<file path="src/rtl/lcd_vt_pkg.sv">
package lcd_vt_pkg;

  // Blanking phases in the order they are taken; the numeric order is the
  // search order used to skip zero-length phases.
  typedef enum logic [1:0] {
    PH_DISP  = 2'd0,
    PH_FRONT = 2'd1,
    PH_SYNC  = 2'd2,
    PH_BACK  = 2'd3
  } vphase_e;

  localparam int NUM_PH = 4;

  function automatic int max3(input int a, input int b, input int c);
    int m;
    m = (a > b) ? a : b;
    return (m > c) ? m : c;
  endfunction

endpackage

</file>
<file path="src/rtl/lcd_vt_cfg.sv">
module lcd_vt_cfg #(
  parameter int FP_W = 8,
  parameter int SW_W = 6,
  parameter int BP_W = 8
) (
  input  logic            clk,
  input  logic            rst,
  input  logic            take,
  input  logic            tft_in,
  input  logic [FP_W-1:0] fp_in,
  input  logic [SW_W-1:0] sw_in,
  input  logic [BP_W-1:0] bp_in,
  output logic            tft_eff,
  output logic [FP_W-1:0] fp_eff,
  output logic [SW_W-1:0] sw_eff,
  output logic [BP_W-1:0] bp_eff
);

  logic            tft_q;
  logic [FP_W-1:0] fp_q;
  logic [SW_W-1:0] sw_q;
  logic [BP_W-1:0] bp_q;

  always_ff @(posedge clk) begin
    if (rst) begin
      tft_q <= 1'b0;
      fp_q  <= '0;
      sw_q  <= '0;
      bp_q  <= '0;
    end else if (take) begin
      tft_q <= tft_in;
      fp_q  <= fp_in;
      sw_q  <= sw_in;
      bp_q  <= bp_in;
    end
  end

  // In the capture cycle the new values already steer the first phase choice.
  always_comb begin
    tft_eff = take ? tft_in : tft_q;
    fp_eff  = take ? fp_in  : fp_q;
    sw_eff  = take ? sw_in  : sw_q;
    bp_eff  = take ? bp_in  : bp_q;
  end

  // held configuration changes only in a capture cycle
  p_cfg_hold_r9: assert property (@(posedge clk) disable iff (rst)
    !take |=> ($stable(fp_q) && $stable(sw_q) && $stable(bp_q) && $stable(tft_q)))
    else $error("p_cfg_hold_r9");

endmodule

</file>
<file path="src/rtl/lcd_vt_seq.sv">
module lcd_vt_seq
  import lcd_vt_pkg::*;
#(
  parameter int CNT_W = 8
) (
  input  logic             clk,
  input  logic             rst,
  input  logic             line_en,
  input  logic             start,
  input  logic             tft,
  input  logic [CNT_W-1:0] fp,
  input  logic [CNT_W-1:0] sw,
  input  logic [CNT_W-1:0] bp,
  output vphase_e          ph,
  output logic             sof
);

  logic [CNT_W-1:0] cnt;
  logic [CNT_W-1:0] load;
  logic [CNT_W:0]   len [NUM_PH];
  vphase_e          nxt;
  logic             advance;

  // Length in line clocks of each phase under the captured mode.
  always_comb begin
    len[0] = '0;
    len[1] = {1'b0, fp};
    len[2] = tft ? ({1'b0, sw} + 1'b1) : {1'b0, sw};
    len[3] = {1'b0, bp};
  end

  // First non-empty phase after the current one; display if none remain.
  always_comb begin
    nxt  = PH_DISP;
    load = '0;
    for (int i = NUM_PH - 1; i > 0; i--) begin
      if (i > int'(ph) && len[i] != '0) begin
        nxt  = vphase_e'(2'(i));
        load = CNT_W'(len[i] - 1'b1);
      end
    end
  end

  assign advance = (ph == PH_DISP) ? start : (line_en && cnt == '0);

  always_ff @(posedge clk) begin
    if (rst) begin
      ph  <= PH_DISP;
      cnt <= '0;
      sof <= 1'b0;
    end else begin
      sof <= 1'b0;
      if (advance) begin
        ph  <= nxt;
        cnt <= load;
        sof <= (nxt == PH_DISP);
      end else if (ph != PH_DISP && line_en) begin
        cnt <= cnt - 1'b1;
      end
    end
  end

  // without a line clock, blanking state is frozen
  p_hold_no_tick_r8: assert property (@(posedge clk) disable iff (rst)
    (ph != PH_DISP && !line_en) |=> ($stable(ph) && $stable(cnt)))
    else $error("p_hold_no_tick_r8");

  // the active sync down counter never exceeds the captured width field
  p_sync_bound_r4: assert property (@(posedge clk) disable iff (rst)
    (ph == PH_SYNC && tft) |-> (cnt <= sw))
    else $error("p_sync_bound_r4");

  // display persists until the end-of-frame strobe
  p_disp_stays_r2: assert property (@(posedge clk) disable iff (rst)
    (ph == PH_DISP && !start) |=> (ph == PH_DISP))
    else $error("p_disp_stays_r2");

endmodule

</file>
<file path="src/rtl/lcd_vt_out.sv">
module lcd_vt_out
  import lcd_vt_pkg::*;
(
  input  logic    clk,
  input  logic    rst,
  input  logic    line_en,
  input  logic    start,
  input  logic    tft,
  input  vphase_e ph,
  input  logic    sof,
  output logic    vsync
);

  logic pv_q;

  // Passive first-line marker: held from the frame strobe to the next tick.
  always_ff @(posedge clk) begin
    if (rst || line_en || start) pv_q <= 1'b0;
    else if (sof)                pv_q <= 1'b1;
  end

  assign vsync = tft ? (ph == PH_SYNC) : (sof | pv_q);

  // passive sync stays low throughout blanking
  p_pass_vs_low_r7: assert property (@(posedge clk) disable iff (rst)
    (!tft && ph != PH_DISP) |-> !vsync)
    else $error("p_pass_vs_low_r7");

endmodule

</file>
<file path="src/rtl/lcd_vtiming.sv">
module lcd_vtiming
  import lcd_vt_pkg::*;
#(
  parameter int FP_W = 8,
  parameter int SW_W = 6,
  parameter int BP_W = 8
) (
  input  logic            clk,
  input  logic            rst,
  input  logic            line_tick,
  input  logic            frame_last,
  input  logic            panel_active,
  input  logic [FP_W-1:0] front_lines,
  input  logic [SW_W-1:0] sync_lines,
  input  logic [BP_W-1:0] back_lines,
  output logic            vsync,
  output logic            blanking,
  output logic            frame_start
);

  localparam int CNT_W = max3(FP_W, SW_W, BP_W);

  vphase_e         ph;
  logic            take;
  logic            tft_eff;
  logic [FP_W-1:0] fp_eff;
  logic [SW_W-1:0] sw_eff;
  logic [BP_W-1:0] bp_eff;

  assign take = frame_last && (ph == PH_DISP);

  lcd_vt_cfg #(.FP_W(FP_W), .SW_W(SW_W), .BP_W(BP_W)) u_cfg (
    .clk     (clk),
    .rst     (rst),
    .take    (take),
    .tft_in  (panel_active),
    .fp_in   (front_lines),
    .sw_in   (sync_lines),
    .bp_in   (back_lines),
    .tft_eff (tft_eff),
    .fp_eff  (fp_eff),
    .sw_eff  (sw_eff),
    .bp_eff  (bp_eff)
  );

  lcd_vt_seq #(.CNT_W(CNT_W)) u_seq (
    .clk     (clk),
    .rst     (rst),
    .line_en (line_tick),
    .start   (take),
    .tft     (tft_eff),
    .fp      (CNT_W'(fp_eff)),
    .sw      (CNT_W'(sw_eff)),
    .bp      (CNT_W'(bp_eff)),
    .ph      (ph),
    .sof     (frame_start)
  );

  lcd_vt_out u_out (
    .clk     (clk),
    .rst     (rst),
    .line_en (line_tick),
    .start   (take),
    .tft     (tft_eff),
    .ph      (ph),
    .sof     (frame_start),
    .vsync   (vsync)
  );

  assign blanking = (ph != PH_DISP);

  // the frame strobe marks the end of blanking and never occurs inside it
  p_sof_ends_blank_r10: assert property (@(posedge clk) disable iff (rst)
    $fell(blanking) |-> frame_start)
    else $error("p_sof_ends_blank_r10");

  p_sof_not_blank_r10: assert property (@(posedge clk) disable iff (rst)
    frame_start |-> !blanking)
    else $error("p_sof_not_blank_r10");

  // active-mode sync only inside blanking
  p_act_vs_in_blank_r3: assert property (@(posedge clk) disable iff (rst)
    (tft_eff && vsync) |-> blanking)
    else $error("p_act_vs_in_blank_r3");

endmodule

</file>
<file path="config.mk">
export PLATFORM = sky130hd
export DESIGN_NAME = lcd_vtiming
export DESIGN_NICKNAME = d
export VERILOG_FILES = /design/src/rtl/lcd_vt_pkg.sv /design/src/rtl/lcd_vt_cfg.sv /design/src/rtl/lcd_vt_seq.sv /design/src/rtl/lcd_vt_out.sv /design/src/rtl/lcd_vtiming.sv
export SDC_FILE = /design/constraint.sdc
export NUM_CORES = 1
export LEC_CHECK = 0
export BUFFER_PORTS_ARGS = -buffer_cell sky130_fd_sc_hd__buf_4
export CAP_MARGIN = 10
export CORE_MARGIN = 2
export CORE_UTILIZATION = 30
export DETAILED_ROUTE_END_ITERATION = 7
export SYNTH_ARGS = -nofsm -noshare
export SYNTH_HDL_FRONTEND = slang
export SYNTH_SLANG_ARGS = --single-unit
</file>
<file path="constraint.sdc">
create_clock -name clk -period 8.5 [get_ports clk]
set_input_delay 1.7 -clock clk [delete_from_list [all_inputs] [get_ports clk]]
set_output_delay 1.7 -clock clk [all_outputs]
set_load 0.01 [all_outputs]
</file>
# After elaboration in Yosys (flattened, before gate mapping)
# Cells that the tools add are included.
[totals]
regBits = 35
in_bits = 27
word_cells = 51
out_inout_bits = 3
[classes]
reduce_logical = 17
mux = 15
add_sub_neg = 5
magnitude_cmp = 3
eq_ne = 1
bitwise_logic = 2
[ops]
columns = ["operator", "count"]
rows = [
  ["8-bit two-way mux", 7],
  ["8-bit by 1-bit subtractor with 8-bit output (second input constant)", 4],
  ["9-bit nonzero test", 3],
  ["8-bit zero test", 1],
  ["6-bit by 1-bit adder with 7-bit output (second input constant)", 1],
  ["7-bit two-way mux", 1],
  ["1-bit logical AND", 6],
  ["2-bit two-way mux", 3],
  ["6-bit two-way mux", 1],
  ["2-bit greater-than comparator (first input constant)", 2],
  ["2-bit zero test", 2],
  ["2-bit nonzero test", 2],
  ["1-bit two-way mux", 3],
  ["2-bit equality test (second input constant)", 1],
  ["1-bit by 2-bit greater-than comparator with 1-bit output (first input constant)", 1],
  ["1-bit logical OR", 2],
  ["2-bit OR reduction", 1],
  ["1-bit inverter", 1],
  ["1-bit OR", 1],
]

# Logic depth before layout (Yosys ltp)
# Gate-level depths: netlist (run 1).
[logic_depth]
ltp_word = 10
depth_mapped = 16
mapped_depth_nobuf = 11

# By module
# Synthesis (run 1) repeated with hierarchy kept, for this count alone.
[hier_totals]
cells_unflattened = 313
hier_area_um2 = 2737.6
[modules_own_cells]
columns = ["mod", "n_inst", "seq_area_each_um2", "cells_each", "area_per_inst_um2"]
rows = [
  ["lcd_vt_seq", 1, 220.2, 232, 1659.1],
  ["lcd_vt_cfg", 1, 460.4, 73, 1012.2],
  ["lcd_vt_out", 1, 20.0, 5, 48.8],
  ["lcd_vtiming", 1, 0.0, 3, 17.5],
]

# Worst setup path before layout (run 1)
# Ideal clock, no wire load.
[synth_timing]
path_kind = "input to register"
start = "input port frame_last"
end = "register u_seq.cnt[6]"
setup_slack_ps = 3391
path_buffers = 3
arrival_time_ps = 5030
setup_time_ps = 79
path_stages = 14
cell_sequence = "nor3b_2 clkbuf_1 clkbuf_1 mux2i_1 inv_1 ha_1 clkbuf_1 nand2_1 mux2_4 a221o_1 a21oi_2 o31ai_2 or4b_1 a211oi_2"
[synth_between]
elab_chain_cells = 9
[synth_rtl]
columns = ["element", "line_no", "source"]
rows = [
  ["start: declaration", "lcd_vtiming.sv:11", "input logic frame_last,"],
  ["1-bit logical AND (*)", "lcd_vtiming.sv:30", "assign take = frame_last && (ph == PH_DISP);"],
  ["6-bit two-way mux (*)", "lcd_vt_cfg.sv:42", "sw_eff = take ? sw_in : sw_q;"],
  ["named net sw_eff[1]", "lcd_vtiming.sv:27", "logic [SW_W-1:0] sw_eff;"],
  ["6-bit by 1-bit adder with 7-bit output", "lcd_vt_seq.sv:28", "len[2] = tft ? ({1'b0, sw} + 1'b1) : {1'b0, sw};"],
  ["7-bit two-way mux (*)", "lcd_vt_seq.sv:28", ""],
  ["branches (longest 2 deep; another with 8-bit by 1-bit subtractor with 8-bit output)", "n/a", ""],
  ["8-bit two-way mux (*) (2 in series)", "lcd_vt_seq.sv:37", "if (i > int'(ph) && len[i] != '0) begin"],
  ["8-bit two-way mux (*)", "lcd_vt_seq.sv:53", "if (advance) begin"],
  ["end signal: assignment", "lcd_vt_seq.sv:55", "cnt <= load;"],
  ["end signal: assignment", "lcd_vt_seq.sv:58", "cnt <= cnt - 1'b1;"],
  ["end: declaration", "lcd_vt_seq.sv:18", "logic [CNT_W-1:0] cnt;"],
]
# Mark *: on every way through the listed nets, which the timed path passes.
# A chain may end at the register's enable or synchronous reset.

# Worst setup path in the final report (run 1)
[layout_timing]
start = "input port frame_last"
end = "register u_seq.cnt[4]"
# The elaborated chain is that of the path after synthesis.

==> flow_metrics.py, run 1 <==
metrics = {
    "global_routing": {
        "grt-ovfl-total": 0,
        "grt_pass1_wl_um": 11800,
        "antenna_found_initial": 0,
        "grt_max_degree": 47,
        "grt.total_usage": 0.151,
        "grt_pass1_vias": 2380,
    },
    "logic_synthesis": {
        "yosysUniqueCellTypes": 55,
        "synth_warnings": 0,
        "ys_seq_area_frac": 0.268,
        "yosysTopAreaCellShare": 0.268,
        "synth_cells": 344,
        "synthesis.nets": 379,
        "synth_area_um2": 2620,
        "synth_area_leaders": "dfxtp_1, mux2i_1, nor2_1, nand2_1, nor3_1",
        "syn_avg_cell_area_um2": 7.60,
        "async_flop_share": 0,
        "synth-edff-count": 0,
        "ys.flop_type": "dfxtp_1",
        "yosys.area.top_type": "dfxtp_1",
        "ys_seq_elements": 35,
    },
    "run": {
        "drv_cap": 0,
    },
    "die": {
        "die_h_um": 97.4,
        "core_um2": 8590,
        "placementRows": 34,
        "die_w_um": 97.4,
        "ioPinCount": 30,
        "start_util": 0.304,
        "die_area_um2": 9480,
    },
    "routing": {
        "dr.first_iter.drc_count": 156,
        "via_count": 2600,
        "ant_nets": 0,
        "drc": 0,
        "drt-pass1-iter-count": 4,
        "routed_wl_um": 7280,
        "viasPerCell": 5.50,
        "wl_per_cell_um": 15.4,
    },
    "clocking": {
        "cts-resized-gates": 0,
        "htreeDepth": 2,
        "cts_tree": "done",
        "cts_setup_buffers": 0,
        "clockBufferDepth": 2,
        "root_buffer": "clkbuf_8",
        "clock_sinks": 35,
        "clkTransAtPathRegs_ns": 0.07,
        "postCtsHoldBufs": 0,
        "clk-insertion-delay-late_ns": 0.29,
        "cts_buffers": 5,
    },
    "place": {
        "place_inst": 466,
        "gp_congestion": 0.915,
        "place_hpwl_um": 5420,
        "portBuffers": 29,
    },
    "critical_path": {
        "r2r_end": "u_seq.cnt[4]",
        "ff2ff_setup_slack_ns": 4.27,
        "worstPathMaxFanout": 46,
        "r2r-start": "u_seq.ph[0]",
        "critPathKind": "input pin to register",
        "rr_worst_depth": 12,
        "endpoint_kind": "register",
        "required_ns": 8.69,
        "arrival_ns": 5.42,
        "start_kind": "input pin",
    },
    "layout": {
        "final_cells": 473,
        "fin_util": 0.349,
        "nNetsFinal": 400,
        "layout-drive-gt1-share": 0.132,
        "syn_to_final_growth_pct": 14.8,
        "mostFrequentLayoutCells": "nor2_1, dfxtp_1, nand2_1",
        "antenna_cells": 0,
        "final_common_cell": "nor2_1",
    },
    "sta": {
        "worst_slew_pin_slew_ns": 1.12,
        "rsz0062_at_grt": "false",
        "setup_viol_count_final": 0,
        "slew_viol_final": 0,
        "slew_headroom": 0.247,
        "fin_skew_ns": 0.00700,
        "setup_tns_ns": 0,
        "hold_viol": 0,
        "fin_crit_ns": 5.23,
        "fmax_mhz": 191,
        "post-route-period-util": 0.615,
    },
    "pwr": {
        "p_switching_uw": 444,
        "p_leak_nw": 1.20,
        "intPower_uw": 492,
        "vdd_drop_max_mv": 0.0976,
        "switching_share": 0.474,
        "combPwrFrac": 0.606,
        "p_clk_frac": 0.133,
        "pwr-share-seq": 0.261,
        "total_power_uw": 935,
        "powerDensity_nw_per_um2": 312,
    },
    "worst_hold_path": {
        "hold_depth": 2,
        "hold_end": "u_cfg.fp_q[7]",
        "min_path_type": "register to register",
        "min_from": "u_cfg.fp_q[7]",
    },
    "status": {
        "status": "finished clean",
    },
}
synth_stat cells (all sizes together), types with 4 or more instances:
library cell and instances:
clkbuf 10, nor3 22, xnor2 12, nand4 6
o21ai 17, buf 7, or2 4, ha 8
a31oi 7, inv 9, a21o 4, nand3 8
o31ai 6, xor2 9, mux2i 26, nand2 34
nor2 46, nor4 4, dfxtp 35, or3 8
a21oi 18
power by group through the flow:
stage	sequential, mW	clock (mW)	combinational (mW)
after detailed placement	0.247	0	0.565
after global placement	0.246	0	0.561
after floorplan	0.227	0	0.443
final	0.244	0.125	0.566
after CTS	0.243	0.129	0.566
after global routing	0.249	0.135	0.630
sequential cells by signal (all words and copies together), names as in the netlist:
signal,cells
u_seq.ph,2
u_cfg.fp_q,8
u_cfg.sw_q,6
u_cfg.tft_q,1
u_out.pv_q,1
u_seq.sof,1
u_seq.cnt,8
u_cfg.bp_q,8
worst max-delay path, cell delays in order:
cell and delay [ns]:
buf_4 0.09, or3b_2 0.43, buf_4 0.32, mux2i_1 0.24, inv_1 0.10, ha_1 0.33
nand4_1 0.17, or3_1 0.36, o21ai_0 0.14, a21oi_2 0.08, o31ai_2 0.94, o21ai_0 0.23
a31o_1 0.26
logic make-up (layout without fill, tap and decap cells):
family	Yosys count	in the layout	share of synthesized area
flip-flops	35	35	0.268
AO/OA/AOI/OAI	79	79	0.205
XOR/XNOR	21	21	0.0703
AND/OR/NAND/NOR	147	147	0.270
adder cells (fa/ha/maj)	8	8	0.0383
buffers and inverters	26	47	0.0392
multiplexers	28	28	0.110
how the worst max path moves through the flow:
stage	startpoint	to	slack, ns	cells past startpoint
global route	frame_last	u_seq.cnt[4]	2.97	13
detailed placement	frame_last	u_seq.cnt[4]	2.98	13
CTS	frame_last	u_seq.cnt[4]	3.31	13
global placement	frame_last	u_seq.cnt[4]	3.07	13
floorplan	frame_last	u_seq.cnt[6]	3.39	14
finish	frame_last	u_seq.cnt[4]	3.27	13
routing by layer:
metal / routed length (um) / GRT usage / up-vias / share of wire
li1: - / - / 1299 / -
met1: 3370 / 0.200 / 1224 / 0.46
met2: 3420 / 0.247 / 62 / 0.47
met3: 329 / 0.0309 / 15 / 0.045
met4: 163 / 0.0459 / 0 / 0.022
met5: 0 / 0 / - / 0
through the flow:
stage | hold slack (ns) | area (um2) | setup WS [ns]
2_1_floorplan | 0.437 | 2620 | 3.39
6_report | 0.460 | 3000 | 3.27
5_1_grt | 0.490 | 3000 | 2.97
3_5_place_dp | 0.457 | 2910 | 2.98
4_1_cts | 0.469 | 3000 | 3.31
3_3_place_gp | 0.449 | 2910 | 3.07
cell type report:
cell class / count / area (um2)
repair buffers: 31 / 233
flip-flops and latches: 35 / 701
multi-input cells: 283 / 1810
fillers: 930 / 5590
clock inverters: 1 / 5.00
well taps: 108 / 135
clock buffers: 6 / 82.6
inverters: 9 / 33.8
Power figures use the tool's default switching activity.
==> run 2, diff against run 1 <==
==> constraint.sdc (replaced) <==
create_clock -name clk -period 4.64 [get_ports clk]
set_input_delay 0.928 -clock clk [delete_from_list [all_inputs] [get_ports clk]]
set_output_delay 0.928 -clock clk [all_outputs]
set_load 0.01 [all_outputs]
==> run 2 against run 1 <==
Sequential cell count did not move. Die area did not move. Sequential power rose by 84%. Final area rose by 1.7%. Routed wire length rose by 5.1%. Critical path depth fell by 1. Worst setup slack got worse by 2.7 ns. Via count rose by 1.9%. Count of clock-buffer cells in the layout fell by 1. Clock power rose by 140%.
==> flow_metrics.py, run 2 (synthesis results as in run 1) <==
metrics = {
    "status": {
        "status": "finished clean",
    },
    "run": {
        "drv_cap": 0,
    },
    "pwr": {
        "pwr-share-seq": 0.247,
        "p_leak_nw": 1.23,
        "total_power_mw": 1.81,
        "p_switching_uw": 855,
        "combPwrFrac": 0.589,
        "intPower_uw": 958,
        "p_clk_frac": 0.164,
        "switching_share": 0.471,
        "powerDensity_nw_per_um2": 594,
        "vdd_drop_max_mv": 0.212,
    },
    "layout": {
        "nNetsFinal": 403,
        "multi_input_area_um2": 1810,
        "regArea_um2": 701,
        "largestRegisters": "u_cfg.bp_q x8, u_cfg.fp_q x8, u_seq.cnt x8",
        "syn_to_final_growth_pct": 16.7,
        "antenna_cells": 0,
        "mostFrequentLayoutCells": "nor2_1, dfxtp_1, nand2_1, buf_4, mux2i_1",
        "fillerInstances": 930,
        "fin_util": 0.355,
        "final_common_cell": "nor2_1",
        "layout-drive-gt1-share": 0.141,
    },
    "global_routing": {
        "grt_max_degree": 46,
        "grt.total_usage": 0.164,
        "grt_pass1_wl_um": 13000,
        "antenna_found_initial": 0,
        "grt_pass1_vias": 2516,
        "grt-ovfl-total": 0,
    },
    "place": {
        "preCtsSetupSlack_ns": 0.302,
        "gp_congestion": 0.906,
        "portBuffers": 29,
        "place_hpwl_um": 5540,
    },
    "sta": {
        "fin_skew_ns": 0.00931,
        "slew_headroom": 0.285,
        "rsz0062_at_grt": "false",
        "fin_crit_ns": 4.06,
        "hold_slack_ns": 0.461,
        "setup_viol_count_final": 0,
        "hold_viol": 0,
        "worst_slew_pin_slew_ns": 1.07,
        "post-route-period-util": 0.875,
        "slew_viol_final": 0,
        "setup_tns_ns": 0,
        "worst_slack_ns": 0.578,
        "fmax_mhz": 246,
    },
    "critical_path": {
        "critPathKind": "input pin to register",
        "start_kind": "input pin",
        "crit_chain": "buf_4 > or3b_2 > mux2i_1 > inv_1 > ha_1 > nand4_1 > or3_1 > o21ai_0 > a21oi_2 > o31ai_2 > o21ai_0 > a31o_1",
        "slowest_stage": "o31ai_2",
        "cp_common_cell": "o21ai_0",
        "arrival_ns": 4.26,
        "required_ns": 4.83,
        "worstPathMaxFanout": 15,
        "slowest_delay_ns": 0.90,
        "endpoint_kind": "register",
    },
    "clocking": {
        "cts_buffers": 5,
        "clk-insertion-delay-late_ns": 0.30,
        "clock_sinks": 35,
        "cts_tree": "done",
        "cts_setup_buffers": 0,
        "clkTransAtPathRegs_ns": 0.09,
        "postCtsHoldBufs": 0,
        "root_buffer": "clkbuf_8",
        "htreeDepth": 2,
        "cts-resized-gates": 0,
        "clockBufferDepth": 2,
    },
    "die": {
        "die_area_um2": 9480,
        "start_util": 0.304,
        "ioPinCount": 30,
        "core_um2": 8590,
        "placementRows": 34,
        "die_h_um": 97.4,
        "die_w_um": 97.4,
    },
    "routing": {
        "drt-pass1-iter-count": 5,
        "drc": 0,
        "ant_nets": 0,
        "wl_per_cell_um": 16.0,
        "viasPerCell": 5.56,
        "via_count": 2650,
        "routed_wl_um": 7650,
        "dr.first_iter.drc_count": 201,
    },
    "worst_hold_path": {
        "min_path_type": "register to register",
    },
}
[run 2: changes by cell type in the layout (fill, tap and decap cells not counted), sizes merged]
cell,delta
buf,+3
bufinv,+1
clkbuf,-1
inv,+1
[run 2: power by group through the flow]
stage          sequential [mW]  combinational, mW  clock (mW)
2_1_floorplan            0.416              0.811           0
3_3_place_gp             0.449               1.05           0
3_5_place_dp             0.451               1.05           0
4_1_cts                  0.444               1.06       0.303
5_1_grt                  0.458               1.19       0.318
6_report                 0.448               1.07       0.297
[run 2: critical path, delay by kind of cell]
| family | cells | cell delay, ns |
|---|---|---|
| adder cells (fa/ha/maj) | 1 | 0.31 |
| AND/OR/NAND/NOR | 3 | 1.03 |
| multiplexers | 1 | 0.18 |
| AO/OA/AOI/OAI | 5 | 1.61 |
| buffers and inverters | 2 | 0.19 |
[run 2: metrics by stage]
step	instances	instance area, um2
CTS	477	3050
floorplan	344	2620
global route	477	3050
global placement	469	2940
detailed placement	469	2940
finish	477	3050
[run 2: cell type report]
cell class,count,share of cell area
clock inverters,3,0.0156
repair buffers,34,0.0836
multi-input cells,283,0.593
clock buffers,5,0.0225
inverters,9,0.0111
flip-flops and latches,35,0.230
well taps,108,0.0443
[run 2: path summary, 6_finish.rpt]
kind / startpoint / end / slack, ns / cells past startpoint
worst min-delay path: u_cfg.fp_q[7] / u_cfg.fp_q[7] / 0.46 / 2
worst max register to register: u_seq.ph[1] / u_seq.cnt[4] / 0.82 / 11
worst min register to register: u_cfg.fp_q[7] / u_cfg.fp_q[7] / 0.46 / 2
worst max-delay path: frame_last / u_seq.cnt[4] / 0.58 / 12
[run 2: routing by layer]
metal  wire, um  vias to the layer above  global-route usage
li1           -                     1307                   -
met1       3530                     1250               0.223
met2       3590                       80               0.258
met3        389                       13              0.0324
met4        146                        0              0.0566
met5          0                        -                   0
==> run 3, diff against run 2 <==
--- a/config.mk
+++ b/config.mk
@@ -8,8 +8,9 @@
 export BUFFER_PORTS_ARGS = -buffer_cell sky130_fd_sc_hd__buf_4
 export CAP_MARGIN = 10
 export CORE_MARGIN = 2
-export CORE_UTILIZATION = 30
+export CORE_UTILIZATION = 53
 export DETAILED_ROUTE_END_ITERATION = 7
+export PLACE_DENSITY = 0.76
 export SYNTH_ARGS = -nofsm -noshare
 export SYNTH_HDL_FRONTEND = slang
 export SYNTH_SLANG_ARGS = --single-unit
==> run 3 against run 2 <==
Final area down 2.3%. Sequential share of layout area grew 0.54 points. Die area decreased by 42%. Clock power fell by 2%. Hold slack lost 0.0021 ns. Clock skew down 0.0020 ns. First-iteration DRC count grew 23%. Cell count down 9.0%. Total power shrank 2.0%. Global-route usage grew 11 points. Routed wire length down 9.9%. Register-to-register slack better by 0.17 ns. Critical path type unchanged. Critical endpoint is now u_seq.cnt[6]. Largest cell class unchanged.
==> flow_metrics.py, run 3 (synthesis results as in run 1) <==
metrics = {
    "layout": {
        "final_cells": 434,
        "syn_to_final_growth_pct": 14.1,
        "regArea_um2": 701,
        "nNetsFinal": 401,
        "final_common_cell": "nor2_1",
        "fillerInstances": 455,
        "layout-drive-gt1-share": 0.136,
        "multi_input_area_um2": 1810,
        "mostFrequentLayoutCells": "nor2_1, dfxtp_1, nand2_1",
        "largestRegisters": "u_cfg.bp_q x8, u_cfg.fp_q x8, u_seq.cnt x8",
        "antenna_cells": 0,
    },
    "clocking": {
        "cts_tree": "done",
        "root_buffer": "clkbuf_8",
        "cts-resized-gates": 0,
        "clockBufferDepth": 2,
        "postCtsHoldBufs": 0,
        "cts_buffers": 5,
        "htreeDepth": 2,
        "clk-insertion-delay-late_ns": 0.30,
        "clock_sinks": 35,
        "clkTransAtPathRegs_ns": 0.08,
        "cts_setup_buffers": 0,
    },
    "critical_path": {
        "required_ns": 4.87,
        "arrival_ns": 4.14,
        "slowest_delay_ns": 0.61,
        "cp_common_cell": "buf_4",
        "crit_chain": "buf_4 > or3b_2 > buf_4 > mux2i_1 > ha_1 > a31oi_1 > nor2_1 > o21ai_0 > or4b_1 > a211oi_2",
        "endpoint_kind": "register",
        "worstPathMaxFanout": 36,
        "ff2ff_setup_slack_ns": 0.99,
        "slowest_stage": "or3b_2",
        "start_kind": "input pin",
        "critPathKind": "input pin to register",
    },
    "die": {
        "die_h_um": 74.2,
        "core_um2": 4750,
        "ioPinCount": 30,
        "die_area_um2": 5510,
        "start_util": 0.550,
        "die_w_um": 74.2,
        "placementRows": 25,
    },
    "status": {
        "status": "finished clean",
    },
    "worst_hold_path": {
        "min_path_type": "register to register",
    },
    "routing": {
        "wl_per_cell_um": 15.9,
        "via_count": 2648,
        "ant_nets": 0,
        "drc": 0,
        "viasPerCell": 6.10,
        "drt-pass1-iter-count": 5,
        "dr.first_iter.drc_count": 248,
        "routed_wl_um": 6890,
    },
    "place": {
        "gp_congestion": 0.937,
        "place_inst": 426,
        "preCtsSetupSlack_ns": 0.416,
        "place_hpwl_um": 5020,
        "portBuffers": 29,
    },
    "global_routing": {
        "grt_max_degree": 37,
        "antenna_found_initial": 0,
        "grt_pass1_vias": 2493,
        "grt_pass1_wl_um": 11600,
        "grt.total_usage": 0.269,
        "grt-ovfl-total": 0,
    },
    "pwr": {
        "vdd_drop_max_mv": 0.310,
        "powerDensity_nw_per_um2": 596,
        "p_leak_nw": 1.22,
    },
    "sta": {
        "worst_slack_ns": 0.726,
        "fin_skew_ns": 0.00727,
        "slew_headroom": 0.438,
        "fmax_mhz": 256,
        "rsz0062_at_grt": "false",
        "setup_tns_ns": 0,
        "slew_viol_final": 0,
        "fin_crit_ns": 3.91,
        "post-route-period-util": 0.843,
        "setup_viol_count_final": 0,
        "worst_slew_pin_slew_ns": 0.839,
        "hold_viol": 0,
    },
    "run": {
        "drv_cap": 0,
    },
}
-- run 3: cell count changes in the layout (fill, tap and decap cells not counted) --
cell	previous run	this run
clkinv_2	0	1
buf_4	34	32
inv_6	1	0
-- run 3: final cells by class --
type,count,area share
clock buffers,5,0.0231
repair buffers,32,0.0805
multi-input cells,283,0.607
clock inverters,3,0.0147
well taps,67,0.0281
inverters,9,0.0113
flip-flops and latches,35,0.235
-- run 3: final timing paths --
check | start | endpoint | cells after the start
max | frame_last | u_seq.cnt[6] | 10
min reg2reg | u_cfg.fp_q[7] | u_cfg.fp_q[7] | 2
max reg2reg | u_seq.ph[0] | u_seq.cnt[6] | 9
min | u_cfg.fp_q[7] | u_cfg.fp_q[7] | 2
-- run 3: per-stage QoR --
step                cell area (um2)   util  power [mW]  hold WS [ns]
floorplan                      2620      -        1.23         0.437
global placement               2870  0.604        1.46         0.446
detailed placement             2870  0.604        1.48         0.451
CTS                            2980  0.627        1.77         0.463
global route                   2980  0.627        1.92         0.500
finish                         2980  0.627        1.78         0.459
-- run 3: where the power goes --
part / internal (mW) / total (mW) / switching [mW]
registers: 0.369 / 0.445 / 0.0758
clock network: 0.160 / 0.290 / 0.130
logic: 0.420 / 1.04 / 0.623
total: 0.949 / 1.78 / 0.828
-- run 3: metal layers --
metal | track usage | wire, um | up-vias
met3 | 0.0474 | 381 | 12
met5 | 0 | 0 | -
met2 | 0.453 | 3330 | 99
met4 | 0.105 | 95 | 0
li1 | - | - | 1308
met1 | 0.343 | 3090 | 1229
-- run 3: critical path: cells and delay by family --
kind                     cells  cell delay [ns]
multiplexers                 1             0.55
AND/OR/NAND/NOR              3             1.36
buffers and inverters        2             0.44
adder cells (fa/ha/maj)      1             0.27
AO/OA/AOI/OAI                3             0.57
